--- src/rtl/pwmx_pkg.sv ---
package pwmx_pkg;
    localparam int PS_W     = 6;
    localparam int PV_W     = 10;
    localparam int DC_W     = 10;
    localparam int ADDR_W   = 5;
    localparam int STOP_BIT = 6;
    localparam int FULL_BIT = 10;
    localparam int USED_W   = FULL_BIT + 1;

    localparam logic [1:0] WORD_CTRL = 2'd0;
    localparam logic [1:0] WORD_DUTY = 2'd1;
    localparam logic [1:0] WORD_PER  = 2'd2;

    typedef struct packed {
        logic            stop_now;
        logic [PS_W-1:0] ps;
        logic            full;
        logic [DC_W-1:0] dc;
        logic [PV_W-1:0] pv;
    } chan_cfg_t;

    typedef enum logic [1:0] {
        ST_IDLE  = 2'd0,
        ST_RUN   = 2'd1,
        ST_DRAIN = 2'd2
    } chan_state_e;
endpackage

--- src/rtl/pwmx_regs.sv ---
module pwmx_regs
    import pwmx_pkg::*;
#(
    parameter int NUM_CHAN = 2,
    parameter int DATA_W   = 32
) (
    input  logic                  clk,
    input  logic                  rst_n,
    input  logic                  sel,
    input  logic                  wr,
    input  logic [ADDR_W-1:0]     addr,
    input  logic [DATA_W-1:0]     wdata,
    output logic [DATA_W-1:0]     rdata,
    output chan_cfg_t             cfg_o [NUM_CHAN]
);
    logic [1:0] word;
    logic       aligned;
    chan_cfg_t  cfg_q [NUM_CHAN];
    logic       unused_hi;

    assign word      = addr[3:2];
    assign aligned   = (addr[1:0] == 2'b00);
    assign unused_hi = ^wdata[DATA_W-1:USED_W];

    always_ff @(posedge clk) begin
        if (!rst_n) begin
            for (int c = 0; c < NUM_CHAN; c++) cfg_q[c] <= '0;
        end else if (sel && wr && aligned) begin
            for (int c = 0; c < NUM_CHAN; c++) begin
                if (int'(addr[4]) == c) begin
                    unique case (word)
                        WORD_CTRL: begin
                            cfg_q[c].stop_now <= wdata[STOP_BIT];
                            cfg_q[c].ps       <= wdata[PS_W-1:0];
                        end
                        WORD_DUTY: begin
                            cfg_q[c].full <= wdata[FULL_BIT];
                            cfg_q[c].dc   <= wdata[DC_W-1:0];
                        end
                        WORD_PER:  cfg_q[c].pv <= wdata[PV_W-1:0];
                        default: ;
                    endcase
                end
            end
        end
    end

    always_comb begin
        rdata = '0;
        if (sel && !wr && aligned) begin
            for (int c = 0; c < NUM_CHAN; c++) begin
                if (int'(addr[4]) == c) begin
                    unique case (word)
                        WORD_CTRL: rdata = DATA_W'({cfg_q[c].stop_now, cfg_q[c].ps});
                        WORD_DUTY: rdata = DATA_W'({cfg_q[c].full, cfg_q[c].dc});
                        WORD_PER:  rdata = DATA_W'(cfg_q[c].pv);
                        default:   rdata = '0;
                    endcase
                end
            end
        end
    end

    generate
        for (genvar g = 0; g < NUM_CHAN; g++) begin : g_out
            assign cfg_o[g] = cfg_q[g];
        end
    endgenerate

    p_rd_unused_zero_r2: assert property (@(posedge clk) disable iff (!rst_n)
        (sel && !wr) |-> (rdata[DATA_W-1:USED_W] == '0));

    p_idle_bus_zero_r2: assert property (@(posedge clk) disable iff (!rst_n)
        !sel |-> (rdata == '0));
endmodule

--- src/rtl/pwmx_chan.sv ---
module pwmx_chan
    import pwmx_pkg::*;
(
    input  logic      clk,
    input  logic      rst_n,
    input  logic      en_i,
    input  chan_cfg_t cfg_i,
    output logic      pwm_o
);
    chan_state_e     state, nxt;
    chan_cfg_t       sh;
    logic [PS_W-1:0] ps_cnt;
    logic [PV_W-1:0] pr_cnt;
    logic            tick, wrap, load;
    logic            unused_sh;

    assign tick      = (ps_cnt == sh.ps);
    assign wrap      = tick && (pr_cnt == sh.pv);
    assign unused_sh = sh.stop_now;

    // next-state decision
    always_comb begin
        nxt = state;
        unique case (state)
            ST_IDLE:  if (en_i) nxt = ST_RUN;
            ST_RUN: begin
                if (!en_i && cfg_i.stop_now) nxt = ST_IDLE;
                else if (!en_i && wrap)      nxt = ST_IDLE;
                else if (!en_i)              nxt = ST_DRAIN;
            end
            ST_DRAIN: begin
                if (!en_i && cfg_i.stop_now) nxt = ST_IDLE;
                else if (wrap)               nxt = en_i ? ST_RUN : ST_IDLE;
            end
            default:  nxt = ST_IDLE;
        endcase
    end

    assign load = ((state == ST_IDLE) && (nxt == ST_RUN)) ||
                  ((state != ST_IDLE) && wrap && (nxt != ST_IDLE));

    // state register
    always_ff @(posedge clk) begin
        if (!rst_n) state <= ST_IDLE;
        else        state <= nxt;
    end

    // working set, reloaded only at start and at period boundaries
    always_ff @(posedge clk) begin
        if (!rst_n)    sh <= '0;
        else if (load) sh <= cfg_i;
    end

    // prescale and period counters
    always_ff @(posedge clk) begin
        if (!rst_n || nxt == ST_IDLE || load) begin
            ps_cnt <= '0;
            pr_cnt <= '0;
        end else if (tick) begin
            ps_cnt <= '0;
            pr_cnt <= pr_cnt + 1'b1;
        end else begin
            ps_cnt <= ps_cnt + 1'b1;
        end
    end

    // output process
    always_comb begin
        unique case (state)
            ST_RUN, ST_DRAIN: pwm_o = sh.full || (pr_cnt < sh.dc);
            default:          pwm_o = 1'b0;
        endcase
    end

    p_cnt_bound_r3: assert property (@(posedge clk) disable iff (!rst_n)
        (state != ST_IDLE) |-> ((ps_cnt <= sh.ps) && (pr_cnt <= sh.pv)));

    p_stop_now_low_r7: assert property (@(posedge clk) disable iff (!rst_n)
        ($fell(en_i) && cfg_i.stop_now) |=> !pwm_o);

    p_drain_holds_r8: assert property (@(posedge clk) disable iff (!rst_n)
        ((state == ST_DRAIN) && !wrap && !cfg_i.stop_now) |=> (state == ST_DRAIN));

    p_shadow_hold_r9: assert property (@(posedge clk) disable iff (!rst_n)
        ((state != ST_IDLE) && !wrap) |=> $stable(sh));

    p_idle_low_r1: assert property (@(posedge clk) disable iff (!rst_n)
        (state == ST_IDLE) |-> (pr_cnt == '0));
endmodule

--- src/rtl/pwmx_top.sv ---
module pwmx_top
    import pwmx_pkg::*;
#(
    parameter int NUM_CHAN = 2,
    parameter int DATA_W   = 32
) (
    input  logic                clk,
    input  logic                rst_n,
    input  logic                bus_sel,
    input  logic                bus_wr,
    input  logic [4:0]          bus_addr,
    input  logic [DATA_W-1:0]   bus_wdata,
    output logic [DATA_W-1:0]   bus_rdata,
    input  logic [NUM_CHAN-1:0] chan_en,
    output logic [NUM_CHAN-1:0] pwm_out
);
    chan_cfg_t cfg [NUM_CHAN];

    pwmx_regs #(.NUM_CHAN(NUM_CHAN), .DATA_W(DATA_W)) u_regs (
        .clk   (clk),
        .rst_n (rst_n),
        .sel   (bus_sel),
        .wr    (bus_wr),
        .addr  (bus_addr),
        .wdata (bus_wdata),
        .rdata (bus_rdata),
        .cfg_o (cfg)
    );

    generate
        for (genvar g = 0; g < NUM_CHAN; g++) begin : g_chan
            pwmx_chan u_chan (
                .clk   (clk),
                .rst_n (rst_n),
                .en_i  (chan_en[g]),
                .cfg_i (cfg[g]),
                .pwm_o (pwm_out[g])
            );
        end
    endgenerate

    p_reset_low_r1: assert property (@(posedge clk) disable iff (!rst_n)
        $past(!rst_n) |-> (pwm_out == '0));
endmodule

--- config.mk ---
export PLATFORM = sky130hd
export DESIGN_NAME = pwmx_top
export DESIGN_NICKNAME = d
export VERILOG_FILES = /design/src/rtl/pwmx_pkg.sv /design/src/rtl/pwmx_regs.sv /design/src/rtl/pwmx_chan.sv /design/src/rtl/pwmx_top.sv
export SDC_FILE = /design/constraint.sdc
export NUM_CORES = 1
export LEC_CHECK = 0
export ABC_CLOCK_PERIOD_IN_PS = 5630
export BUFFER_PORTS_ARGS = -buffer_cell sky130_fd_sc_hd__buf_2
export CAP_MARGIN = 20
export CORE_ASPECT_RATIO = 1.75
export CORE_MARGIN = 5
export CORE_UTILIZATION = 31
export DETAILED_ROUTE_END_ITERATION = 7
export GPL_TIMING_DRIVEN = 1
export PLACE_DENSITY = 0.44
export SYNTH_ARGS = -nofsm -noshare
export SYNTH_HDL_FRONTEND = slang
export SYNTH_HIERARCHICAL = 1
export SYNTH_SLANG_ARGS = --single-unit
--- constraint.sdc ---
create_clock -name clk -period 5.63 [get_ports clk]
set_clock_uncertainty 0.2 [all_clocks]
set_input_delay 0.2815 -clock clk [delete_from_list [all_inputs] [get_ports clk]]
set_output_delay 0.2815 -clock clk [all_outputs]
set_load 0.01 [all_outputs]
==> impl_metrics.ini <==
[run_status]
run_status = finished clean

[worst_setup_path]
crit_path_end_kind = flop
crit_type = reg2reg
critPathLaunchType = flop
crit_fanout = 16
r2r_cells = 8
cp.arrival_ns = 3.60
cp.required_ns = 5.77

[logic_synthesis]
syn_area_sq_mm = 0.00766
syn_area_per_cell_sq_um = 10.3
synth_commonest_cells = 120 x nand2_1, 90 x dfxtp_1, 76 x mux2i_1
yosys.area_share.adder_pct = 5.03
async_reset_ff_share_pct = 0
synth_top_family_by_area = simple AND/OR/NAND/NOR gates
synth_compound_area_share_pct = 6.29
synth_cells = 745
synth_cell_types = 53
synth_xor_area_share_pct = 6.63
synth.top_cell.area_share_pct = 23.5
ys_seq_area_share_pct = 45.5
synthSimpleGateAreaFrac_pct = 19.0
synth_edf_count = 56
synth_mux_area_share_pct = 10.6
synth.largest_area_cell = dfxtp_1
post-synth-top-count-cell = nand2_1
ys_seq_elements = 146
synthFlopType = dfxtp_1
synth-warning-count = 6
synth_area_leaders = dfxtp_1 24%, edfxtp_1 22%, mux2i_1 9.9%

[cells_and_area]
final_cell_area_sq_mm = 0.00869
stdcell_count = 1109
antenna_cells = 0
fin_util_pct = 35.4
final_net_count = 857
drive_above_1_share_pct = 14.2
area_growth_syn_to_layout_pct = 13.5

[sta]
finalHoldViolCount = 0
rsz0062_at_grt = false
post-route-min-period_ns = 3.46
setup_violations = 0
timing.slew.headroom_pct = 51.5
timing.hold.ws_ns = 0.0807
max_freq_mhz = 289
fin_tns_setup_ns = 0
drv_slew = 0
fin_crit_sh_pct = 61.5
layout_setup_ws_ns = 2.17
worst_pin_slew_ns = 0.725

[pwr]
p_per_area_mw_per_mm2 = 344
p_int_mw = 2.13
seq_power_share_pct = 42.6
clkPwrFrac_pct = 36.9
swShare_pct = 28.7
vdd_drop_max_uv = 201
power.share.combinational_pct = 20.5
p_switching_mw = 0.859
p_total_mw = 2.99
leakage_nw = 3.40

[run]
maxCapViolations = 0

[placed_design]
io_buffers = 34
hpwl_mm = 14.6
dpl_cell_area_sq_mm = 0.00801
place_ws_ns = 2.13
dp_cells = 1067
gp_congestion = 0.849

[floorplanning]
core_sq_mm = 0.0245
num_rows = 76
num_io_pins = 77
dieWidth_microns = 129
initial_core_util_pct = 31.2
die_h_microns = 218
die_area_sq_mm = 0.0281

[route]
num_vias = 5145
drtIter0Drc = 180
firstDrtPassIters = 4
routed_wirelength_mm = 18.8
wl_per_cell_microns = 16.9
ant_nets = 0
drcViolationCount = 0
routed_via_density = 4.64

[clocking]
clock-root-buffer = clkbuf_16
cts_tree = done
clk_pin_slew_ns = 0.06
cts_resized = 0
clk_latency_ns = 0.42
cts_buffer_depth = 2
cts.sinks = 146
htreeDepth = 4
numCtsBuffers = 17

[grt]
grt_pass1_vias = 5506
grt_use_total_pct = 13.8
grt_max_degree = 60
grt_overflow = 0
antenna_found_initial = 0
grt_first_pass_wirelength_mm = 29.9

[min_path]
hp-class = in2reg
holdPathStages = 2
power by group through the flow:
stage	logic (mW)	registers, mW	clock network [mW]
finish	0.613	1.27	1.10
global route	0.677	1.29	1.18
CTS	0.626	1.28	1.14
detailed placement	0.616	1.30	0
global placement	0.598	1.30	0
floorplan	0.521	1.27	0
cells in the final DEF, fill, tap and decap left out, types with 4 or more instances in the layout:
cell and n:
nor3_1 14, xnor2_1 36, inv_1 32, buf_4 11
o21ai_0 10, nor2_1 21, dlygate4sd3_1 10, edfxtp_1 56
clkbuf_1 4, nand2_1 120, mux2i_1 76, nor2_2 20
and2_1 40, o2bb2ai_1 5, nor2b_1 5, dfxtp_1 90
conb_1 21, o211a_1 5, nand4_1 17, xor2_1 22
o221ai_1 5, buf_2 33, nand3_1 11, or3_1 4
ha_1 30, clkbuf_16 18, a21oi_1 13, a21o_1 6
nand2b_1 10
state kept, by name, indices dropped and copies added, names as in the netlist:
register	cells
g_chan.u_chan/ps_cnt	12
g_chan.u_chan/sh	54
g_chan.u_chan/pr_cnt	20
u_regs/cfg_q	56
g_chan.u_chan/state	4
critical path, cell delays in order (launching register included):
cell	delay [ns]
dfxtp_1	0.40
xnor2_1	0.15
nand4_1	0.17
nor3_4	0.59
a22oi_1	0.24
or3_1	0.44
a31oi_4	0.60
buf_4	0.36
mux2i_1	0.22
final timing paths:
check,startpoint,endpoint,slack [ns]
worst min register to register,g_chan[1].u_chan/sh[19],g_chan[1].u_chan/sh[19],0.26
worst max register to register,g_chan[0].u_chan/ps_cnt[3],g_chan[0].u_chan/sh[23],2.17
worst max-delay path,g_chan[0].u_chan/ps_cnt[3],g_chan[0].u_chan/sh[23],2.17
worst min-delay path,bus_wdata[9],u_regs/cfg_q[1][9],0.08
timing repair:
action                    4_1_cts  5_1_grt
hold endpoints to repair       29        0
setup buffers                   0        0
hold buffers                   10        0
routing by layer:
layer	part of all wire (%)	GRT usage, %	wire length, microns	vias up
met1	37	14.0	7010	2474
li1	-	-	-	2585
met4	3.0	6.13	556	0
met2	58	26.7	10800	60
met3	2.1	2.57	400	26
met5	0	0	0	-
cells by family after synthesis:
| kind of cell | Yosys count |
|---|---|
| other | 1 |
| flip-flops | 146 |
| adder cells (fa/ha/maj) | 31 |
| XOR/XNOR | 58 |
| AO/OA/AOI/OAI | 64 |
| AND/OR/NAND/NOR | 279 |
| multiplexers | 79 |
| buffers and inverters | 87 |
final cells by class:
cell class	instances	area, sq um
multi-input cells	532	3750
fillers	2539	15800
flip-flops and latches	146	3480
repair buffers	55	368
clock inverters	7	70.1
well taps	312	390
inverters	32	120
clock buffers	25	507
Power figures use the tool's default switching activity.
